<file path="config.mk">
export PLATFORM = sky130hd
export DESIGN_NAME = perf_mon_unit
export DESIGN_NICKNAME = d
export VERILOG_FILES = /design/src/rtl/pmu_pkg.sv /design/src/rtl/pmu_evt_gate.sv /design/src/rtl/pmu_counter.sv /design/src/rtl/pmu_ctrl_reg.sv /design/src/rtl/perf_mon_unit.sv
export SDC_FILE = /design/constraint.sdc
export NUM_CORES = 1
export LEC_CHECK = 0
export ABC_AREA = 0
export BUFFER_PORTS_ARGS = -buffer_cell sky130_fd_sc_hd__buf_4
export CORE_ASPECT_RATIO = 0.6
export CORE_MARGIN = 1.5
export CORE_UTILIZATION = 31
export DETAILED_ROUTE_END_ITERATION = 10
export SYNTH_ARGS = -nofsm -noshare
export SYNTH_HDL_FRONTEND = slang
export SYNTH_SLANG_ARGS = --single-unit
</file>
<file path="constraint.sdc">
create_clock -name clk -period 4.77 [get_ports clk]
set_input_delay 0.477 -clock clk [delete_from_list [all_inputs] [get_ports clk]]
set_output_delay 0.477 -clock clk [all_outputs]
set_load 0.02 [all_outputs]
</file>
<file path="src/rtl/pmu_pkg.sv">
package pmu_pkg;
  localparam int CNT_W = 32;
  localparam int REG_W = 64;
  localparam int OVF_LO_BIT = 40;
  localparam int OVF_HI_BIT = 41;

  typedef enum logic [1:0] {
    PRIV_USER = 2'd0,
    PRIV_SUP  = 2'd1,
    PRIV_HYP  = 2'd2,
    PRIV_NONE = 2'd3
  } priv_e;

  function automatic int sel_width(input bit wide);
    return wide ? 12 : 6;
  endfunction

  function automatic int hi_lsb(input bit wide);
    return wide ? 19 : 11;
  endfunction

  function automatic int lo_lsb(input bit wide);
    return wide ? 6 : 4;
  endfunction

  function automatic int usr_bit(input bit wide);
    return wide ? 2 : 2;
  endfunction

  function automatic int sup_bit(input bit wide);
    return wide ? 4 : 1;
  endfunction

  function automatic int hyp_bit(input bit wide);
    return wide ? 3 : 3;
  endfunction

  function automatic int irq_msb(input bit wide);
    return wide ? 1 : 0;
  endfunction

  function automatic int park_hi(input bit wide);
    return wide ? 'h220 : 'h1C;
  endfunction

  function automatic int park_lo(input bit wide);
    return wide ? 'h220 : 'h14;
  endfunction

  function automatic logic [REG_W-1:0] ctrl_mask(input bit wide);
    logic [REG_W-1:0] m;
    m = '0;
    for (int i = 0; i <= irq_msb(wide); i++) m[i] = 1'b1;
    m[usr_bit(wide)] = 1'b1;
    m[sup_bit(wide)] = 1'b1;
    m[hyp_bit(wide)] = 1'b1;
    for (int i = 0; i < sel_width(wide); i++) begin
      m[hi_lsb(wide) + i] = 1'b1;
      m[lo_lsb(wide) + i] = 1'b1;
    end
    m[OVF_LO_BIT] = 1'b1;
    m[OVF_HI_BIT] = 1'b1;
    return m;
  endfunction
endpackage

</file>
<file path="src/rtl/pmu_evt_gate.sv">
module pmu_evt_gate #(
  parameter int SEL_W   = 6,
  parameter int NUM_EVT = 32,
  parameter int PARK    = 'h1C
) (
  input  logic [SEL_W-1:0]   sel_i,
  input  logic [NUM_EVT-1:0] evt_i,
  output logic               hit_o
);
  localparam logic [SEL_W-1:0] PARK_CODE = SEL_W'(PARK);

  logic line;

  always_comb begin
    line = 1'b0;
    for (int i = 0; i < NUM_EVT; i++) begin
      if ({{(32-SEL_W){1'b0}}, sel_i} == 32'(i)) line = evt_i[i];
    end
  end

  assign hit_o = line & (sel_i != PARK_CODE);
endmodule

</file>
<file path="src/rtl/pmu_counter.sv">
module pmu_counter #(
  parameter int W = 32
) (
  input  logic         clk,
  input  logic         rst_n,
  input  logic         load_i,
  input  logic [W-1:0] load_val_i,
  input  logic         inc_i,
  output logic [W-1:0] cnt_o,
  output logic         wrap_o
);
  logic [W-1:0] cnt_q, cnt_n;
  logic         cnt_en;

  always_comb begin
    cnt_n  = cnt_q;
    cnt_en = 1'b0;
    if (load_i) begin
      cnt_n  = load_val_i;
      cnt_en = 1'b1;
    end else if (inc_i) begin
      cnt_n  = cnt_q + 1'b1;
      cnt_en = 1'b1;
    end
  end

  always_ff @(posedge clk or negedge rst_n) begin
    if (!rst_n)      cnt_q <= '0;
    else if (cnt_en) cnt_q <= cnt_n;
  end

  assign cnt_o  = cnt_q;
  assign wrap_o = inc_i & ~load_i & (&cnt_q);
endmodule

</file>
<file path="src/rtl/pmu_ctrl_reg.sv">
module pmu_ctrl_reg
  import pmu_pkg::*;
#(
  parameter bit WIDE = 1'b0
) (
  input  logic             clk,
  input  logic             rst_n,
  input  logic             wr_i,
  input  logic [REG_W-1:0] wr_data_i,
  input  logic [1:0]       wrap_i,
  output logic [REG_W-1:0] ctrl_o
);
  localparam logic [REG_W-1:0] MASK = ctrl_mask(WIDE);

  logic [REG_W-1:0] ctrl_q, ctrl_n;
  logic             ctrl_en;

  always_comb begin
    ctrl_n = wr_i ? (wr_data_i & MASK) : ctrl_q;
    if (wrap_i[0]) ctrl_n[OVF_LO_BIT] = 1'b1;
    if (wrap_i[1]) ctrl_n[OVF_HI_BIT] = 1'b1;
    ctrl_en = wr_i | (|wrap_i);
  end

  always_ff @(posedge clk or negedge rst_n) begin
    if (!rst_n)       ctrl_q <= '0;
    else if (ctrl_en) ctrl_q <= ctrl_n;
  end

  assign ctrl_o = ctrl_q;
endmodule

</file>
<file path="src/rtl/perf_mon_unit.sv">
module perf_mon_unit
  import pmu_pkg::*;
#(
  parameter bit WIDE    = 1'b0,
  parameter int NUM_EVT = 32
) (
  input  logic               clk,
  input  logic               rst_n,
  input  logic [NUM_EVT-1:0] evt_i,
  input  logic [1:0]         priv_i,
  input  logic               wr_en_i,
  input  logic               wr_addr_i,
  input  logic [63:0]        wr_data_i,
  input  logic               rd_addr_i,
  output logic [63:0]        rd_data_o,
  output logic               irq_o
);
  localparam int SEL_W = sel_width(WIDE);
  localparam int HI_LO = hi_lsb(WIDE);
  localparam int LO_LO = lo_lsb(WIDE);
  localparam int USR   = usr_bit(WIDE);
  localparam int SUP   = sup_bit(WIDE);
  localparam int HYP   = hyp_bit(WIDE);
  localparam int IRQ_H = irq_msb(WIDE);

  logic [1:0]       rst_pipe;
  logic             rst_q;
  logic [REG_W-1:0] ctrl_q;
  logic [REG_W-1:0] cnt_pk;
  logic [1:0]       hit, wrap;
  logic             mode_en, wr_ctrl, wr_cnt;

  always_ff @(posedge clk or negedge rst_n) begin
    if (!rst_n) rst_pipe <= 2'b00;
    else        rst_pipe <= {rst_pipe[0], 1'b1};
  end
  assign rst_q = rst_pipe[1];

  assign wr_ctrl = wr_en_i & ~wr_addr_i;
  assign wr_cnt  = wr_en_i &  wr_addr_i;

  always_comb begin
    unique case (priv_e'(priv_i))
      PRIV_USER: mode_en = ctrl_q[USR];
      PRIV_SUP:  mode_en = ctrl_q[SUP];
      PRIV_HYP:  mode_en = ctrl_q[HYP];
      default:   mode_en = 1'b0;
    endcase
  end

  for (genvar g = 0; g < 2; g++) begin : g_slot
    localparam int LSB  = (g == 1) ? HI_LO : LO_LO;
    localparam int PARK = (g == 1) ? park_hi(WIDE) : park_lo(WIDE);

    pmu_evt_gate #(.SEL_W(SEL_W), .NUM_EVT(NUM_EVT), .PARK(PARK)) u_gate (
      .sel_i (ctrl_q[LSB +: SEL_W]),
      .evt_i (evt_i),
      .hit_o (hit[g])
    );

    pmu_counter #(.W(CNT_W)) u_cnt (
      .clk        (clk),
      .rst_n      (rst_q),
      .load_i     (wr_cnt),
      .load_val_i (wr_data_i[g*CNT_W +: CNT_W]),
      .inc_i      (hit[g] & mode_en),
      .cnt_o      (cnt_pk[g*CNT_W +: CNT_W]),
      .wrap_o     (wrap[g])
    );
  end

  pmu_ctrl_reg #(.WIDE(WIDE)) u_ctrl (
    .clk       (clk),
    .rst_n     (rst_q),
    .wr_i      (wr_ctrl),
    .wr_data_i (wr_data_i),
    .wrap_i    (wrap),
    .ctrl_o    (ctrl_q)
  );

  assign irq_o     = (|ctrl_q[IRQ_H:0]) & (ctrl_q[OVF_LO_BIT] | ctrl_q[OVF_HI_BIT]);
  assign rd_data_o = rd_addr_i ? cnt_pk : ctrl_q;
endmodule

</file>
== Word-level counts from Yosys, hierarchy flattened ==
Index checks and enable logic that the tools add are counted.

* Bitwise logic cells: 15
* Muxes and demuxes: 77
* Reductions and logical operators: 15
* $add $sub $neg: 2
* Eq/ne operators: 66

{| class="wikitable"
|+ Operators with widths
! operator !! number
|-
| $eq 6x5->1 const B || 32
|-
| $mux 32 || 4
|-
| $eq 6x4->1 const B || 16
|-
| $mux 1 || 70
|-
| $add 32x1->32 const B || 2
|-
| $mux 64 || 1
|-
| $reduce_and 32->1 || 2
|-
| $eq 6x3->1 const B || 8
|-
| $mux 42 || 1
|-
| $eq 6x2->1 const B || 4
|-
| $eq 6x1->1 const B || 2
|-
| $logic_not 6->1 || 2
|-
| $ne 6x5->1 const B || 2
|-
| $and 1x1->1 || 11
|-
| $reduce_and 2->1 || 5
|-
| $reduce_bool 2->1 || 4
|-
| $pmux 1 s3 || 1
|-
| $eq 2x1->1 const B || 1
|-
| $eq 2x2->1 const B || 1
|-
| $logic_not 2->1 || 1
|-
| $not 1->1 || 2
|-
| $or 1x1->1 || 2
|-
| $reduce_or 2->1 || 1
|}

* Logic and storage cells: 181
* Bits in registers: 84

== Logic depth before layout (Yosys ltp) ==
* Depth in word-level cells: 40
* Depth in mapped cells: 12

== By module ==
Synthesis repeated with hierarchy kept, for this count alone.

* Cell total of the unflattened synthesis: 754
* Area total of the unflattened synthesis: 7046.8 µm²

{| class="wikitable"
|+ Modules (own cells, without submodules)
! module !! sequential area each (µm²) !! cells an instance !! times used !! area each (µm²)
|-
| pmu_counter || 800.8 || 220 || 2 || 1895.6
|-
| perf_mon_unit || 50.0 || 84 || 1 || 1201.2
|-
| pmu_ctrl_reg || 450.4 || 87 || 1 || 1037.2
|-
| pmu_evt_gate at g_slot[1].u_gate || 0.0 || 78 || 1 || 536.8
|-
| pmu_evt_gate at g_slot[0].u_gate || 0.0 || 65 || 1 || 480.5
|}

== Worst setup path before layout ==
Ideal clock, no wire load.

* Path kind: input to register
* From: in evt_i[3]
* To: reg g_slot[1].u_cnt.cnt_q[5]
* Buffers on the path: 1
* Setup slack: 2.356 ns
* Stages on the path: 9
* Data arrival time: 2.282 ns
* Setup time: 0.131 ns
* Required time: 4.639 ns
* Cell sequence: mux4_2 -> and2_1 -> a211oi_1 -> nor4_1 -> a2111o_2 -> buf_2 -> nand4_1 -> xor2_1 -> o21ai_1

* Cells in the longest elaborated chain, start to end: 34
* Elaborated cells on any way between the ends: 35

{| class="wikitable"
|+ Ends and longest elaborated chain
! item !! line !! RTL
|-
| start, declared || perf_mon_unit.sv:9 || <nowiki>input logic [NUM_EVT-1:0] evt_i,</nowiki>
|-
| $mux 1 (*) (29 in series) || pmu_evt_gate.sv:17 || <nowiki>if ({{(32-SEL_W){1'b0}}, sel_i} == 32'(i)) line = evt_i[i];</nowiki>
|-
| $and 1x1->1 (*) || pmu_evt_gate.sv:21 || <nowiki>assign hit_o = line & (sel_i != PARK_CODE);</nowiki>
|-
| $and 1x1->1 (*) || perf_mon_unit.sv:66 || <nowiki>.inc_i (hit[g] & mode_en),</nowiki>
|-
| $mux 1 || pmu_counter.sv:21 || <nowiki>end else if (inc_i) begin</nowiki>
|-
| $mux 1 || pmu_counter.sv:18 || <nowiki>if (load_i) begin</nowiki>
|-
| $reduce_and 2->1 (no line) (*) || -- ||
|-
| end signal, assigned || pmu_counter.sv:29 || <nowiki>else if (cnt_en) cnt_q <= cnt_n;</nowiki>
|-
| end, declared || pmu_counter.sv:12 || <nowiki>logic [W-1:0] cnt_q, cnt_n;</nowiki>
|}

Every way passes the cells marked *; elsewhere a longest branch is shown, timed or not.
A chain may end at the register's enable or synchronous reset.

== Worst setup path after layout ==
* From: reg u_ctrl.ctrl_q[11], in the netlist u_ctrl.ctrl_o[11]
* To: reg g_slot[1].u_cnt.cnt_q[28]

* Cells in the longest elaborated chain, start to end: 38
* Elaborated cells on any way between the ends: 71

{| class="wikitable"
|+ Ends and longest elaborated chain
! item !! line !! RTL
|-
| start, declared || pmu_ctrl_reg.sv:15 || <nowiki>logic [REG_W-1:0] ctrl_q, ctrl_n;</nowiki>
|-
| start signal, assigned || pmu_ctrl_reg.sv:27 || <nowiki>else if (ctrl_en) ctrl_q <= ctrl_n;</nowiki>
|-
| $logic_not 6->1 || pmu_evt_gate.sv:17 ||
|-
| $mux 1 (32 in series) || pmu_evt_gate.sv:17 ||
|-
| $and 1x1->1 (*) || pmu_evt_gate.sv:21 ||
|-
| $and 1x1->1 (*) || perf_mon_unit.sv:66 ||
|-
| $mux 1 || pmu_counter.sv:21 ||
|-
| $mux 1 || pmu_counter.sv:18 ||
|-
| $reduce_and 2->1 (no line) (*) || -- ||
|}

Marks and branches as above.

==> impl_metrics.yaml <==
synth:
  synth.distinct_cells: 65
  synth-edff-count: 0
  synth_area_leaders: "dfrtp_1 34%, mux2_2 6.6%, and2_1 5.9%"
  yosys_warnings: 0
  async_flop_share_pct: 100
  synthFlopType: "dfrtp_1"
  syn-mean-instance-area_um2: 8.74
  yosysTopAreaCellShare_pct: 34.1
  syn-instance-count: 705
  synth_fp_nets: 810
  ys_seq_area_share_pct: 34.1
  synth-seq-cells: 84
  yosysTopAreaCell: "dfrtp_1"
  synth_area_um2: 6160
route:
  drc_errors: 0
  routedWlPerCell_um: 18.5
  route.antenna.remaining_nets: 0
  drt-pass1-iter-count: 5
  vias: 5927
  drt_iter0_markers: 661
  routed_via_density: 5.37
  wirelength_mm: 20.4
cells_and_area:
  nets: 937
  layoutNonFillerInstCount: 1103
  final_cell_mix: "172 x buf_4, 83 x dfrtp_1, 57 x and2_1"
  fin_area_um2: 7770
  syn2layout_area_growth_pct: 26.2
  drive_gt1_share_pct: 29.3
  mostFrequentLayoutCell: "buf_4"
  final_util_pct: 40.4
  antenna_cells: 0
global_route:
  grt_pass1_wl_mm: 32.1
  grt_pass1_vias: 5553
  grt-busiest-layer: "met1"
  met1_usage_pct: 33.3
  antenna_found_initial: 0
  grt_use_total_pct: 19.8
  grt_max_degree: 66
  grt_use_met3_pct: 4.83
  grt_overflow: 0
  grtUsageMet2_pct: 25.0
critical_path:
  crit_chain: "mux4_2 -> and2_1 -> a211oi_1 -> nor4_1 -> a2111o_2 -> nand3_2 -> or4_1 -> a31oi_1"
  critPathMaxStageDelay_ns: 0.89
  cp_max_fo: 24
  crit_end: "g_slot[1].u_cnt.cnt_o[28]$_DFFE_PN0P_"
  critPathBufInv: 0
  slowest_stage: "dfrtp_1"
  end_kind: "register"
  startpoint: "u_ctrl.ctrl_o[11]$_DFFE_PN0P_"
  rrSetupSlack_ns: 1.43
  crit_family: "simple AND/OR/NAND/NOR gates"
  cp.arrival_ns: 3.59
  cp.depth: 8
  required_ns: 5.02
  path_class: "register to register"
  worst-r2r-cell-count: 8
  timing.rr.start: "u_ctrl.ctrl_o[11]$_DFFE_PN0P_"
  start_kind: "register"
  reg2reg_to: "g_slot[1].u_cnt.cnt_o[28]$_DFFE_PN0P_"
timing:
  hold_slack_ns: 0.345
  tns_ns: 0
  finalClockSkew_ns: 0.0116
  postLayoutSetupSlackWorst_ns: 1.43
  slew_headroom_pct: 21.8
  finalMaxSlewViolations: 0
  fin_crit_ns: 3.34
  finalSetupViolations: 0
  fmax_mhz: 299
  tightest_slew_ns: 1.17
  min_period_over_period_pct: 70.1
  hold_violations: 0
  rsz0062_at_grt: "false"
die:
  core-area_um2: 19200
  dieHeight_um: 112
  chipWidth_um: 185
  io-pin-count: 168
  initial_core_util_pct: 32.0
  die_area_um2: 20800
  rows: 39
place:
  place.gp.congestion: 0.895
  port_buffers: 167
  place_area_um2: 7500
  placed_cells: 1086
  dp_slack_ns: 1.50
  dp.final_hpwl_mm: 15.4
cts:
  cts-htree-levels: 3
  numCtsBuffers: 9
  clk_latency_ns: 0.34
  cts_tree: "yes"
  cts-resized-gates: 0
  clk_pin_slew_ns: 0.07
  clockRootBuffer: "clkbuf_16"
  cts.path.max_buffers: 2
  cts.sinks: 84
min_path:
  worstHoldPathType: "register to async pin"
outcome:
  outcome: "finished, final reports clean"
power_and_ir_drop:
  p_total_mw: 2.49
  leakage_nw: 3.22
  p_per_area_nw_per_um2: 321
  irDropWorstVdd_mv: 0.172
flow_run:
  maxCapViolCount: 0
## flip-flops by register name (all words and copies together) (netlist names)
register / count
rst_pipe: 2
u_ctrl.ctrl_o: 18
g_slot.u_cnt.cnt_o: 64
## cells in the mapped netlist, drive strengths merged, types with 19 or more instances
cell type,n
dfrtp,84
and2,59
nor2,53
nand2,48
o21ai,45
mux2,37
nand3,35
a31oi,33
clkbuf,32
and3,29
buf,25
nand3b,23
nand4,23
xor2,22
nor3,19
## what timing repair did
| item | 4_1_cts | 5_1_grt |
|---|---|---|
| hold buffers | 1 | 0 |
| hold endpoints to repair | 2 | 0 |
| buffers inserted | 0 | 0 |
## how the worst min path moves through the flow
stage | startpoint | end | slack (ns)
2_1_floorplan | rst_n | rst_pipe[0]$_DFF_PN0_ | 0.18
3_3_place_gp | rst_n | rst_pipe[0]$_DFF_PN0_ | 0.26
3_5_place_dp | rst_n | rst_pipe[1]$_DFF_PN0_ | 0.26
4_1_cts | wr_data_i[54] | g_slot[1].u_cnt.cnt_o[22]$_DFFE_PN0P_ | 0.34
5_1_grt | wr_data_i[35] | g_slot[1].u_cnt.cnt_o[3]$_DFFE_PN0P_ | 0.34
6_report | rst_pipe[1]$_DFF_PN0_ | u_ctrl.ctrl_o[5]$_DFFE_PN0P_ | 0.34
## per-layer routing
metal	vias to the layer above	wire, um
met3	9	1750
met2	220	7680
met1	2845	10900
li1	2853	-
met5	-	0
met4	0	82
## layout make-up
cell class	instances	area [um2]
clock buffers	12	236
clock inverters	4	27.5
fillers	1995	11500
inverters	7	26.3
multi-input cells	557	3740
flip-flops and latches	84	2110
well taps	266	333
repair buffers	173	1300
## where the power goes
| group | leakage, nW | total [mW] | internal (mW) | switching, mW |
|---|---|---|---|---|
| sequential | 0.975 | 0.989 | 0.816 | 0.173 |
| clock | 0.119 | 0.648 | 0.353 | 0.295 |
| combinational | 2.13 | 0.856 | 0.387 | 0.469 |
## cell families (layout without fill, tap and decap cells)
| logic type | after synthesis | after routing | synth area share, % |
|---|---|---|---|
| and+or+nand+nor | 330 | 330 | 29.5 |
| AOI/OAI and AO/OA | 143 | 143 | 15.9 |
| adders and majority gates | 2 | 2 | 0.406 |
| DFF | 84 | 84 | 34.1 |
| xor gates and xnor gates | 25 | 25 | 3.55 |
| other | 1 | 1 | 0.0609 |
| buffers and inverters | 64 | 196 | 5.20 |
| muxes | 56 | 56 | 11.3 |
## worst register-to-register path: stages, from the launching register on
cell and delay (ns):
dfrtp_1 0.89, mux4_2 0.38, and2_1 0.12, a211oi_1 0.05, nor4_1 0.24, a2111o_2 0.47, nand3_2 0.35, or4_1 0.57
a31oi_1 0.18
No activity file was read; power rests on OpenSTA's default activity.
